### config.mk
export PLATFORM = sky130hd
export DESIGN_NAME = onewire_rom_layer
export DESIGN_NICKNAME = d
export VERILOG_FILES = /design/src/rtl/onewire_rom_pkg.sv /design/src/rtl/onewire_rom_id_store.sv /design/src/rtl/onewire_rom_cmd_shift.sv /design/src/rtl/onewire_rom_idx_ctr.sv /design/src/rtl/onewire_rom_layer.sv
export SDC_FILE = /design/constraint.sdc
export NUM_CORES = 1
export LEC_CHECK = 0
export BUFFER_PORTS_ARGS = -buffer_cell sky130_fd_sc_hd__buf_2
export CORE_MARGIN = 4
export CORE_UTILIZATION = 60
export DETAILED_ROUTE_END_ITERATION = 8
export PLACE_DENSITY = 0.79
export SLEW_MARGIN = 20
export SYNTH_ARGS = -nofsm -noshare
export SYNTH_HDL_FRONTEND = slang
export SYNTH_SLANG_ARGS = --single-unit
### constraint.sdc
create_clock -name clk -period 2.74 [get_ports clk]
set_input_delay 0.137 -clock clk [delete_from_list [all_inputs] [get_ports clk]]
set_output_delay 0.137 -clock clk [all_outputs]
set_load 0.005 [all_outputs]
### src/rtl/onewire_rom_pkg.sv
package onewire_rom_pkg;

  localparam int unsigned FAM_W    = 8;
  localparam int unsigned SER_W    = 48;
  localparam int unsigned CRC_W    = 8;
  localparam int unsigned ID_W     = FAM_W + SER_W + CRC_W;
  localparam int unsigned BODY_W   = FAM_W + SER_W;
  localparam int unsigned IDX_W    = $clog2(ID_W);
  localparam int unsigned CMD_W    = 8;

  localparam logic [CMD_W-1:0] CMD_SEND_ID  = 8'h33;
  localparam logic [CMD_W-1:0] CMD_MATCH_ID = 8'h55;
  localparam logic [CMD_W-1:0] CMD_SEARCH   = 8'hF0;
  localparam logic [CMD_W-1:0] CMD_SKIP     = 8'hCC;

  // reflected form of x^8+x^5+x^4+1
  localparam logic [CRC_W-1:0] CRC_POLY_REFL = 8'h8C;

  typedef enum logic [2:0] {
    ST_WAIT_CMD = 3'd0,
    ST_SEND_ID  = 3'd1,
    ST_MATCH    = 3'd2,
    ST_SRCH_TRU = 3'd3,
    ST_SRCH_CMP = 3'd4,
    ST_SRCH_DIR = 3'd5,
    ST_SELECTED = 3'd6,
    ST_IDLE     = 3'd7
  } rom_state_e;

  function automatic logic [CRC_W-1:0] id_crc8(input logic [BODY_W-1:0] body);
    logic [CRC_W-1:0] acc;
    logic             fb;
    acc = '0;
    for (int i = 0; i < int'(BODY_W); i++) begin
      fb  = acc[0] ^ body[i];
      acc = acc >> 1;
      if (fb) acc = acc ^ CRC_POLY_REFL;
    end
    return acc;
  endfunction

endpackage

### src/rtl/onewire_rom_id_store.sv
module onewire_rom_id_store
  import onewire_rom_pkg::*;
#(
  parameter logic [FAM_W-1:0] FAMILY_CODE = 8'h2B,
  parameter logic [SER_W-1:0] SERIAL_NUM  = 48'h0000_0000_0001
) (
  input  logic [IDX_W-1:0] idx_i,
  output logic             id_bit_o
);

  localparam logic [BODY_W-1:0] BODY   = {SERIAL_NUM, FAMILY_CODE};
  localparam logic [CRC_W-1:0]  ID_CRC = id_crc8(BODY);
  localparam logic [ID_W-1:0]   ID     = {ID_CRC, BODY};

  logic [ID_W-1:0] id_vec;

  // lay the identity out byte by byte so each field is visible
  for (genvar b = 0; b < int'(ID_W / 8); b++) begin : g_byte
    assign id_vec[b*8 +: 8] = ID[b*8 +: 8];
  end

  always_comb begin
    id_bit_o = id_vec[idx_i];
  end

endmodule

### src/rtl/onewire_rom_cmd_shift.sv
module onewire_rom_cmd_shift
  import onewire_rom_pkg::*;
(
  input  logic             clk,
  input  logic             rst_n,
  input  logic             clr_i,
  input  logic             en_i,
  input  logic             bit_i,
  output logic             done_o,
  output logic [CMD_W-1:0] byte_o
);

  localparam int unsigned CNT_W = $clog2(CMD_W);

  logic [CMD_W-1:0] sh_q, sh_d;
  logic [CNT_W-1:0] cnt_q, cnt_d;

  always_comb begin
    sh_d   = sh_q;
    cnt_d  = cnt_q;
    done_o = 1'b0;
    byte_o = {bit_i, sh_q[CMD_W-1:1]};
    if (clr_i) begin
      cnt_d = '0;
    end else if (en_i) begin
      sh_d = {bit_i, sh_q[CMD_W-1:1]};
      if (cnt_q == CNT_W'(CMD_W - 1)) begin
        done_o = 1'b1;
        cnt_d  = '0;
      end else begin
        cnt_d = cnt_q + 1'b1;
      end
    end
  end

  always_ff @(posedge clk or negedge rst_n) begin
    if (!rst_n) begin
      sh_q  <= '0;
      cnt_q <= '0;
    end else begin
      sh_q  <= sh_d;
      cnt_q <= cnt_d;
    end
  end


  cmd_cnt_wrap_chk: assert property (@(posedge clk) disable iff (!rst_n)
    done_o |=> (cnt_q == '0));

endmodule

### src/rtl/onewire_rom_idx_ctr.sv
module onewire_rom_idx_ctr
  import onewire_rom_pkg::*;
(
  input  logic             clk,
  input  logic             rst_n,
  input  logic             clr_i,
  input  logic             inc_i,
  output logic [IDX_W-1:0] idx_o,
  output logic             last_o
);

  logic [IDX_W-1:0] idx_q, idx_d;

  always_comb begin
    idx_d = idx_q;
    if (clr_i)      idx_d = '0;
    else if (inc_i) idx_d = idx_q + 1'b1;
  end

  always_ff @(posedge clk or negedge rst_n) begin
    if (!rst_n) idx_q <= '0;
    else        idx_q <= idx_d;
  end

  assign idx_o  = idx_q;
  assign last_o = (idx_q == IDX_W'(ID_W - 1));


  idx_no_wrap_chk: assert property (@(posedge clk) disable iff (!rst_n)
    inc_i |-> !last_o);

endmodule

### src/rtl/onewire_rom_layer.sv
module onewire_rom_layer
  import onewire_rom_pkg::*;
#(
  parameter logic [FAM_W-1:0] FAMILY_CODE = 8'h2B,
  parameter logic [SER_W-1:0] SERIAL_NUM  = 48'h0000_0000_0001
) (
  input  logic clk,
  input  logic rst_n,
  input  logic bus_reset_i,
  input  logic wr_valid_i,
  input  logic wr_bit_i,
  input  logic rd_req_i,
  output logic rd_bit_o,
  output logic rom_selected_o
);

  rom_state_e       st_q, st_d;
  logic [IDX_W-1:0] idx;
  logic             idx_last, idx_clr, idx_inc;
  logic             id_bit;
  logic             cmd_en, cmd_done;
  logic [CMD_W-1:0] cmd_byte;

  onewire_rom_id_store #(
    .FAMILY_CODE (FAMILY_CODE),
    .SERIAL_NUM  (SERIAL_NUM)
  ) u_id (
    .idx_i    (idx),
    .id_bit_o (id_bit)
  );

  assign cmd_en = wr_valid_i && (st_q == ST_WAIT_CMD) && !bus_reset_i;

  onewire_rom_cmd_shift u_cmd (
    .clk    (clk),
    .rst_n  (rst_n),
    .clr_i  (bus_reset_i),
    .en_i   (cmd_en),
    .bit_i  (wr_bit_i),
    .done_o (cmd_done),
    .byte_o (cmd_byte)
  );

  onewire_rom_idx_ctr u_idx (
    .clk    (clk),
    .rst_n  (rst_n),
    .clr_i  (idx_clr),
    .inc_i  (idx_inc),
    .idx_o  (idx),
    .last_o (idx_last)
  );

  // next state
  always_comb begin
    st_d    = st_q;
    idx_inc = 1'b0;
    idx_clr = bus_reset_i || (st_q == ST_WAIT_CMD);
    if (bus_reset_i) begin
      st_d = ST_WAIT_CMD;
    end else begin
      unique case (st_q)
        ST_WAIT_CMD: begin
          if (cmd_done) begin
            unique case (cmd_byte)
              CMD_SEND_ID:  st_d = ST_SEND_ID;
              CMD_MATCH_ID: st_d = ST_MATCH;
              CMD_SEARCH:   st_d = ST_SRCH_TRU;
              CMD_SKIP:     st_d = ST_SELECTED;
              default:      st_d = ST_IDLE;
            endcase
          end
        end
        ST_SEND_ID: begin
          if (rd_req_i) begin
            if (idx_last) st_d = ST_SELECTED;
            else          idx_inc = 1'b1;
          end
        end
        ST_MATCH: begin
          if (wr_valid_i) begin
            if (wr_bit_i != id_bit) st_d = ST_IDLE;
            else if (idx_last)      st_d = ST_SELECTED;
            else                    idx_inc = 1'b1;
          end
        end
        ST_SRCH_TRU: begin
          if (rd_req_i) st_d = ST_SRCH_CMP;
        end
        ST_SRCH_CMP: begin
          if (rd_req_i) st_d = ST_SRCH_DIR;
        end
        ST_SRCH_DIR: begin
          if (wr_valid_i) begin
            if (wr_bit_i != id_bit) begin
              st_d = ST_IDLE;
            end else if (idx_last) begin
              st_d = ST_SELECTED;
            end else begin
              st_d    = ST_SRCH_TRU;
              idx_inc = 1'b1;
            end
          end
        end
        default: st_d = st_q;
      endcase
    end
  end

  always_ff @(posedge clk or negedge rst_n) begin
    if (!rst_n) st_q <= ST_WAIT_CMD;
    else        st_q <= st_d;
  end

  // bit presented for the next read slot; 1 releases the bus
  always_comb begin
    unique case (st_q)
      ST_SEND_ID,
      ST_SRCH_TRU: rd_bit_o = id_bit;
      ST_SRCH_CMP: rd_bit_o = ~id_bit;
      default:     rd_bit_o = 1'b1;
    endcase
  end

  assign rom_selected_o = (st_q == ST_SELECTED);


  srch_complement_chk: assert property (@(posedge clk) disable iff (!rst_n)
    (st_q == ST_SRCH_CMP && $past(st_q) == ST_SRCH_TRU) |-> (rd_bit_o != $past(rd_bit_o)));


  idle_sticky_chk: assert property (@(posedge clk) disable iff (!rst_n)
    (st_q == ST_IDLE && !bus_reset_i) |=> (st_q == ST_IDLE));


  bus_reset_deselect_chk: assert property (@(posedge clk) disable iff (!rst_n)
    bus_reset_i |=> !rom_selected_o);


  select_at_end_chk: assert property (@(posedge clk) disable iff (!rst_n)
    $rose(rom_selected_o) |-> ($past(idx_last) || $past(st_q) == ST_WAIT_CMD));

endmodule

==> impl_metrics.json, run 1 <==
{
  "synth.most_common_cell": "dfrtp_1",
  "cts_sinks": 19,
  "worst_path_dominant_cell_family": "compound AO/OA/AOI/OAI gates",
  "async_flop_share_pct": 100,
  "num_vias": 1200,
  "finalClockSkew_ns": 0.00375,
  "yosysWarnings": 0,
  "period_share_pct": 84.7,
  "insertion_delay_ns": 0.29,
  "worstPathCellList": "inv_1 > ha_1 > nor2b_1 > nor3b_1 > a211o_1 > a2111oi_0 > o21ai_0 > o31ai_1",
  "num_antenna_cells": 0,
  "slowest_stage": "a2111oi_0",
  "setup_viol": 0,
  "drc": 0,
  "critical_path.max_stage_delay_ns": 0.55,
  "ys.flop_type": "dfrtp_1",
  "whs_ns": 0.144,
  "fin_area_um2": 1490,
  "grt_remaining_overflow": 0,
  "grt_max_degree": 20,
  "grt_pass1_vias": 1174,
  "path_max_fanout": 6,
  "rsz0062_at_grt": "no",
  "outcome": "complete, no violations",
  "combinationalPowerShare_pct": 45.1,
  "cts_max_path_buffers": 2,
  "io_pins": 8,
  "max_slew_margin_pct": 61.9,
  "die_h_um": 56.7,
  "routed_via_density": 6.28,
  "hold_path_class": "in2reg",
  "syn_inst": 158,
  "syn2layout_area_growth_pct": 4.84,
  "antenna_found_initial": 0,
  "intPower_w": 0.000675,
  "ys_seq_elements": 19,
  "synth_top_area_share_pct": 33.4,
  "synth_top_area_cell": "dfrtp_1",
  "ys_top_cells_by_count": "dfrtp_1, nand2_1, a21oi_1",
  "core_um2": 2230,
  "hpwl_um": 2160,
  "multi_input_area_um2": 882,
  "synth-edff-count": 0,
  "nets": 176,
  "clock-root-buffer": "clkbuf_4",
  "hold_viol_final": 0,
  "cts_tree": "yes",
  "wl_per_cell_um": 15.4,
  "drt_iter0_drc": 47,
  "cp-start-kind": "register",
  "ant_nets": 0,
  "ctsResizeCount": 0,
  "dr.pass1.iters": 4,
  "dieWidth_um": 56.7,
  "max_clock_freq_mhz": 431,
  "gp_congestion": 0.876,
  "switching_share_pct": 42.4,
  "maxSlewViolCount": 0,
  "hold_buffers": 1,
  "cts-htree-levels": 1,
  "tns_ns": 0,
  "io_buffers": 7,
  "syn-cell-area_um2": 1420,
  "seq_power_share_pct": 42.6,
  "grt_pass1_wl_um": 5260,
  "syn-num-nets": 170,
  "synth_area_leaders": "dfrtp_1, mux2_2, ha_1, a21oi_1, nor4bb_1",
  "initial_utilization_pct": 63.7,
  "power_density_nw_per_um2": 785,
  "max-vdd-ir-drop_mv": 0.573,
  "numCtsBuffers": 3,
  "tightest_slew_ns": 0.557,
  "min_period_ns": 2.32,
  "p_leak_nw": 0.598,
  "p_sw_w": 0.000497,
  "drv_cap": 0,
  "syn_avg_cell_area_um2": 9.00,
  "arrival_ns": 2.53,
  "seq_area_um2": 475,
  "die_area_um2": 3210,
  "yosysSeqAreaShare_pct": 33.4,
  "clk_pin_slew_worst_paths_ns": 0.11,
  "crit_buf_inv": 1,
  "grt_usage_pct": 19.7,
  "num_rows": 17,
  "final_core_util_pct": 66.8,
  "wirelength_um": 2940,
  "cp.required_ns": 2.95,
  "endpoint_kind": "register",
  "drive_above_1_share_pct": 16.6,
  "fillers": 181,
  "path_class": "reg2reg",
  "yosysUniqueCellTypes": 44,
  "dpl_cell_area_um2": 1450,
  "pwr-share-clk_pct": 12.3,
  "post_cts_buffers": 0
}
[tightest hold or removal path, delay by kind of cell]
kind	cells	cell delay [ns]
buffers and inverters	1	0.14
and+or+nand+nor	1	0.08
AOI/OAI and AO/OA	1	0.05
[power by group through the flow]
stage / registers (W) / logic (W) / clock network (W)
after floorplan: 0.000438 / 0.000441 / 0
after global placement: 0.000493 / 0.000507 / 0
after detailed placement: 0.000504 / 0.000524 / 0
after CTS: 0.000497 / 0.000530 / 0.000150
after global routing: 0.000522 / 0.000592 / 0.000164
final: 0.000500 / 0.000528 / 0.000144
[cells by family (layout without fill, tap and decap cells)]
logic type	Yosys count	in the layout	share of synthesized area (%)
AND/OR/NAND/NOR	66	66	26.8
adder cells (fa/ha/maj)	6	6	5.28
buffers and inverters	13	18	4.57
AO/OA/AOI/OAI	42	42	20.8
multiplexers	12	12	9.15
flip-flops	19	19	33.4
[final timing paths]
check	start	end	slack, ns	cells after the start
setup / recovery	u_idx.idx_o[0]	u_idx.idx_o[3]	0.42	8
hold / removal	wr_valid_i	u_cmd.cnt_q[2]	0.14	3
setup reg to reg	u_idx.idx_o[0]	u_idx.idx_o[3]	0.42	8
hold reg to reg	u_cmd.cnt_q[1]	u_cmd.cnt_q[1]	0.54	2
max in group asynchronous	rst_n	st_q[2]	2.13	2
min in group asynchronous	rst_n	st_q[0]	0.30	2
[flip-flops by register name, summed over array words and instances (netlist names)]
register,flops
st_q,3
u_cmd.cnt_q,3
u_cmd.sh_q,7
u_idx.idx_o,6
[cell type report]
| class | instances | area share, % |
|---|---|---|
| Tap cell | 28 | 2.35 |
| Inverter | 5 | 1.26 |
| Clock buffer | 3 | 1.51 |
| Multi-Input combinational cell | 126 | 59.1 |
| Sequential cell | 19 | 31.9 |
| Clock inverter | 1 | 0.336 |
| Timing Repair Buffer | 9 | 3.52 |
[cell usage in the layout, fill, tap and decap left out, drive strengths merged, types with 2 or more instances in the layout]
master	instances
o21ai	10
nor2	10
o31ai	2
nand2	16
nor3	6
mux2i	4
and2	2
clkbuf	3
ha	6
inv	5
a2111oi	2
mux2	8
a21oi	12
nor4bb	6
or3	5
o211ai	2
nand3	7
dfrtp	19
a21o	4
nand2b	4
nor3b	2
a22oi	2
buf	8
nor2b	4
[metrics by stage]
step / instances / power [W] / worst slack (ns)
after floorplan: 158 / 0.000879 / 0.548
final: 191 / 0.00117 / 0.420
after global placement: 186 / 0.00100 / 0.527
after global routing: 191 / 0.00128 / 0.111
after CTS: 191 / 0.00118 / 0.417
after detailed placement: 186 / 0.00103 / 0.426
[routing by layer]
metal / routed length (um) / global-route usage, %
met4: 0 / 2.03
met3: 181 / 3.68
met2: 1370 / 33.0
met5: 0 / 0
met1: 1390 / 27.2
Power figures use the tool's default switching activity.
==> inputs of run 2 (changes only) <==
Settings changed: ABC_AREA set to 1.
Clock period 2.74 ns to 2.41 ns, I/O delays scaled along.
==> run 2 against run 1 <==
Effect of this change: combinational power rose by 4.2%; core utilization rose by 0.47 points; largest cell class unchanged; setup slack improved by 0.074 ns.
==> impl_metrics.json, run 2 <==
{
  "pwr-share-clk_pct": 12.8,
  "core_um2": 2210,
  "synth_area_leaders": "dfrtp_1, nand2_1, nand3_1, inv_1, ha_1",
  "global_route.usage.met2_pct": 31.9,
  "routed_via_density": 5.52,
  "p_leak_nw": 0.764,
  "cts-htree-levels": 1,
  "max-vdd-ir-drop_mv": 0.677,
  "numCtsBuffers": 3,
  "num_antenna_cells": 0,
  "final_core_util_pct": 67.3,
  "nets": 223,
  "async_flop_share_pct": 100,
  "cp-start-kind": "register",
  "io_buffers": 7,
  "seq_area_um2": 475,
  "ys_seq_elements": 19,
  "largest_reg_flops": 7,
  "hold_viol_final": 0,
  "synth_top_area_cell": "dfrtp_1",
  "syn2layout_area_growth_pct": 7.70,
  "multi_input_area_um2": 806,
  "die_h_um": 56.0,
  "drc": 0,
  "cp.required_ns": 2.29,
  "hpwl_um": 2290,
  "path_class": "reg2out",
  "p_sw_w": 0.000590,
  "wl_per_cell_um": 12.2,
  "wirelength_um": 2890,
  "critPathLaunch": "u_idx.idx_o[0]",
  "endpoint_kind": "output port",
  "cts_sinks": 19,
  "syn_inst": 198,
  "post_cts_buffers": 0,
  "ff2ff_setup_slack_ns": 0.62,
  "path_max_fanout": 5,
  "antenna_found_initial": 0,
  "intPower_w": 0.000666,
  "max_clock_freq_mhz": 522,
  "tightest_slew_ns": 0.435,
  "dieWidth_um": 56.0,
  "grt_remaining_overflow": 0,
  "fillers": 207,
  "syn_avg_cell_area_um2": 6.98,
  "rsz0062_at_grt": "no",
  "io_pins": 8,
  "arrival_ns": 1.80,
  "grt_pass1_wl_um": 5070,
  "gp_congestion": 0.888,
  "ant_nets": 0,
  "outcome": "complete, no violations",
  "num_vias": 1313,
  "min_period_ns": 1.92,
  "grtUsageMet1_pct": 26.4,
  "drive_above_1_share_pct": 13.8,
  "synth-edff-count": 0,
  "crit_end": "rd_bit_o",
  "maxSlewViolCount": 0,
  "finalClockSkew_ns": 0.00517,
  "drv_cap": 0,
  "dr.pass1.iters": 4,
  "whs_ns": 0.137,
  "synth.most_common_cell": "nand2_1",
  "ys_top_cells_by_count": "nand2_1, inv_1, nand3_1",
  "cts_tree": "yes",
  "grt_pass1_vias": 1202,
  "r2r-end": "u_idx.idx_o[2]",
  "period_share_pct": 79.5,
  "setup_viol": 0,
  "met3_usage_pct": 3.48,
  "syn-num-nets": 210,
  "grt_usage_pct": 19.9,
  "cts_max_path_buffers": 2,
  "layout_common_cells": "nand2_1, inv_1, nand3_1, dfrtp_1, nor2_1",
  "rr_startpoint": "u_idx.idx_o[0]",
  "power_density_nw_per_um2": 844,
  "clk_pin_slew_worst_paths_ns": 0.11,
  "combinationalPowerShare_pct": 43.8,
  "syn-cell-area_um2": 1380,
  "worst-r2r-cell-count": 10,
  "die_area_um2": 3130,
  "tns_ns": 0,
  "hold_path_class": "in2reg",
  "insertion_delay_ns": 0.30,
  "seq_power_share_pct": 43.3,
  "ys.flop_type": "dfrtp_1",
  "largest-register": "u_cmd.sh_q",
  "yosysUniqueCellTypes": 27,
  "clock-root-buffer": "clkbuf_4",
  "yosysWarnings": 0,
  "grt_max_degree": 20,
  "num_rows": 17,
  "final_common_cell": "nand2_1",
  "initial_utilization_pct": 62.4,
  "synth_top_area_share_pct": 34.4,
  "top_usage_layer": "met2",
  "yosysSeqAreaShare_pct": 34.4,
  "max_slew_margin_pct": 71.0,
  "switching_share_pct": 47.0,
  "drt_iter0_drc": 67,
  "ctsResizeCount": 0
}
run 2: changes by cell type after synthesis, moves of 7 or more:
cell and delta:
inv_1 +16, mux2_2 -7, nand3_1 +14, nand2_1 +47, a21oi_1 -8
run 2: power groups by stage:
stage	clock network, W	logic, W	registers [W]
2_1_floorplan	0	0.000443	0.000510
6_report	0.000161	0.000550	0.000544
4_1_cts	0.000168	0.000553	0.000539
3_5_place_dp	0	0.000550	0.000545
5_1_grt	0.000186	0.000628	0.000557
3_3_place_gp	0	0.000528	0.000533
run 2: how the worst min path moves through the flow:
| stage | startpoint | endpoint | slack [ns] | cells past startpoint |
|---|---|---|---|---|
| 2_1_floorplan | rst_n | st_q[0] | -0.18 | 0 |
| 3_3_place_gp | rst_n | u_idx.idx_o[2] | 0.08 | 1 |
| 3_5_place_dp | rst_n | u_idx.idx_o[3] | 0.08 | 1 |
| 4_1_cts | bus_reset_i | u_idx.idx_o[1] | 0.13 | 4 |
| 5_1_grt | bus_reset_i | u_idx.idx_o[1] | 0.13 | 4 |
| 6_report | bus_reset_i | u_idx.idx_o[1] | 0.14 | 4 |
run 2: metrics by stage:
stage	power, W	cell area (um2)	setup slack (ns)	instances
2_1_floorplan	0.000953	1380	0.842	198
3_3_place_gp	0.00106	1450	0.769	233
3_5_place_dp	0.00110	1450	0.663	233
4_1_cts	0.00126	1490	0.487	238
5_1_grt	0.00137	1490	0.253	238
6_report	0.00126	1490	0.494	238
run 2: worst max-delay path, cell delays in order (launching register included):
cell and delay (ns):
dfrtp_1 0.45, inv_1 0.11, ha_1 0.31, nor2_1 0.05
nor2_1 0.10, nand2_2 0.08, nand2_2 0.10, nand2_1 0.05
o21ai_0 0.06, nand2_1 0.06, buf_2 0.12
run 2: what timing repair did:
action / 4_1_cts / 5_1_grt
hold buffers: 1 / 0
endpoints found under the setup margin: 0 / 0
hold endpoints to repair: 19 / 0
run 2: kinds of logic (layout without fill, tap and decap cells):
| family | count (synthesis) | count (layout) | synth area share [%] |
|---|---|---|---|
| compound gates | 18 | 18 | 7.79 |
| fa+ha+maj | 6 | 6 | 5.43 |
| buf+inv | 26 | 38 | 7.25 |
| flops | 19 | 19 | 34.4 |
| xor+xnor | 2 | 2 | 1.27 |
| simple gates | 127 | 127 | 43.8 |
run 2: final cells by class:
type                    count  area share, %
clock buffers               4           1.77
multi-input cells         153           54.2
flip-flops and latches     19           32.0
well taps                  28           2.35
repair buffers              8           3.03
inverters                  26           6.73
run 2: metal layers:
layer | part of all wire [%] | up-vias
met3 | 4.7 | 6
met2 | 47 | 42
met1 | 47 | 601
met4 | 1.7 | 0
met5 | 0 | -
li1 | - | 664
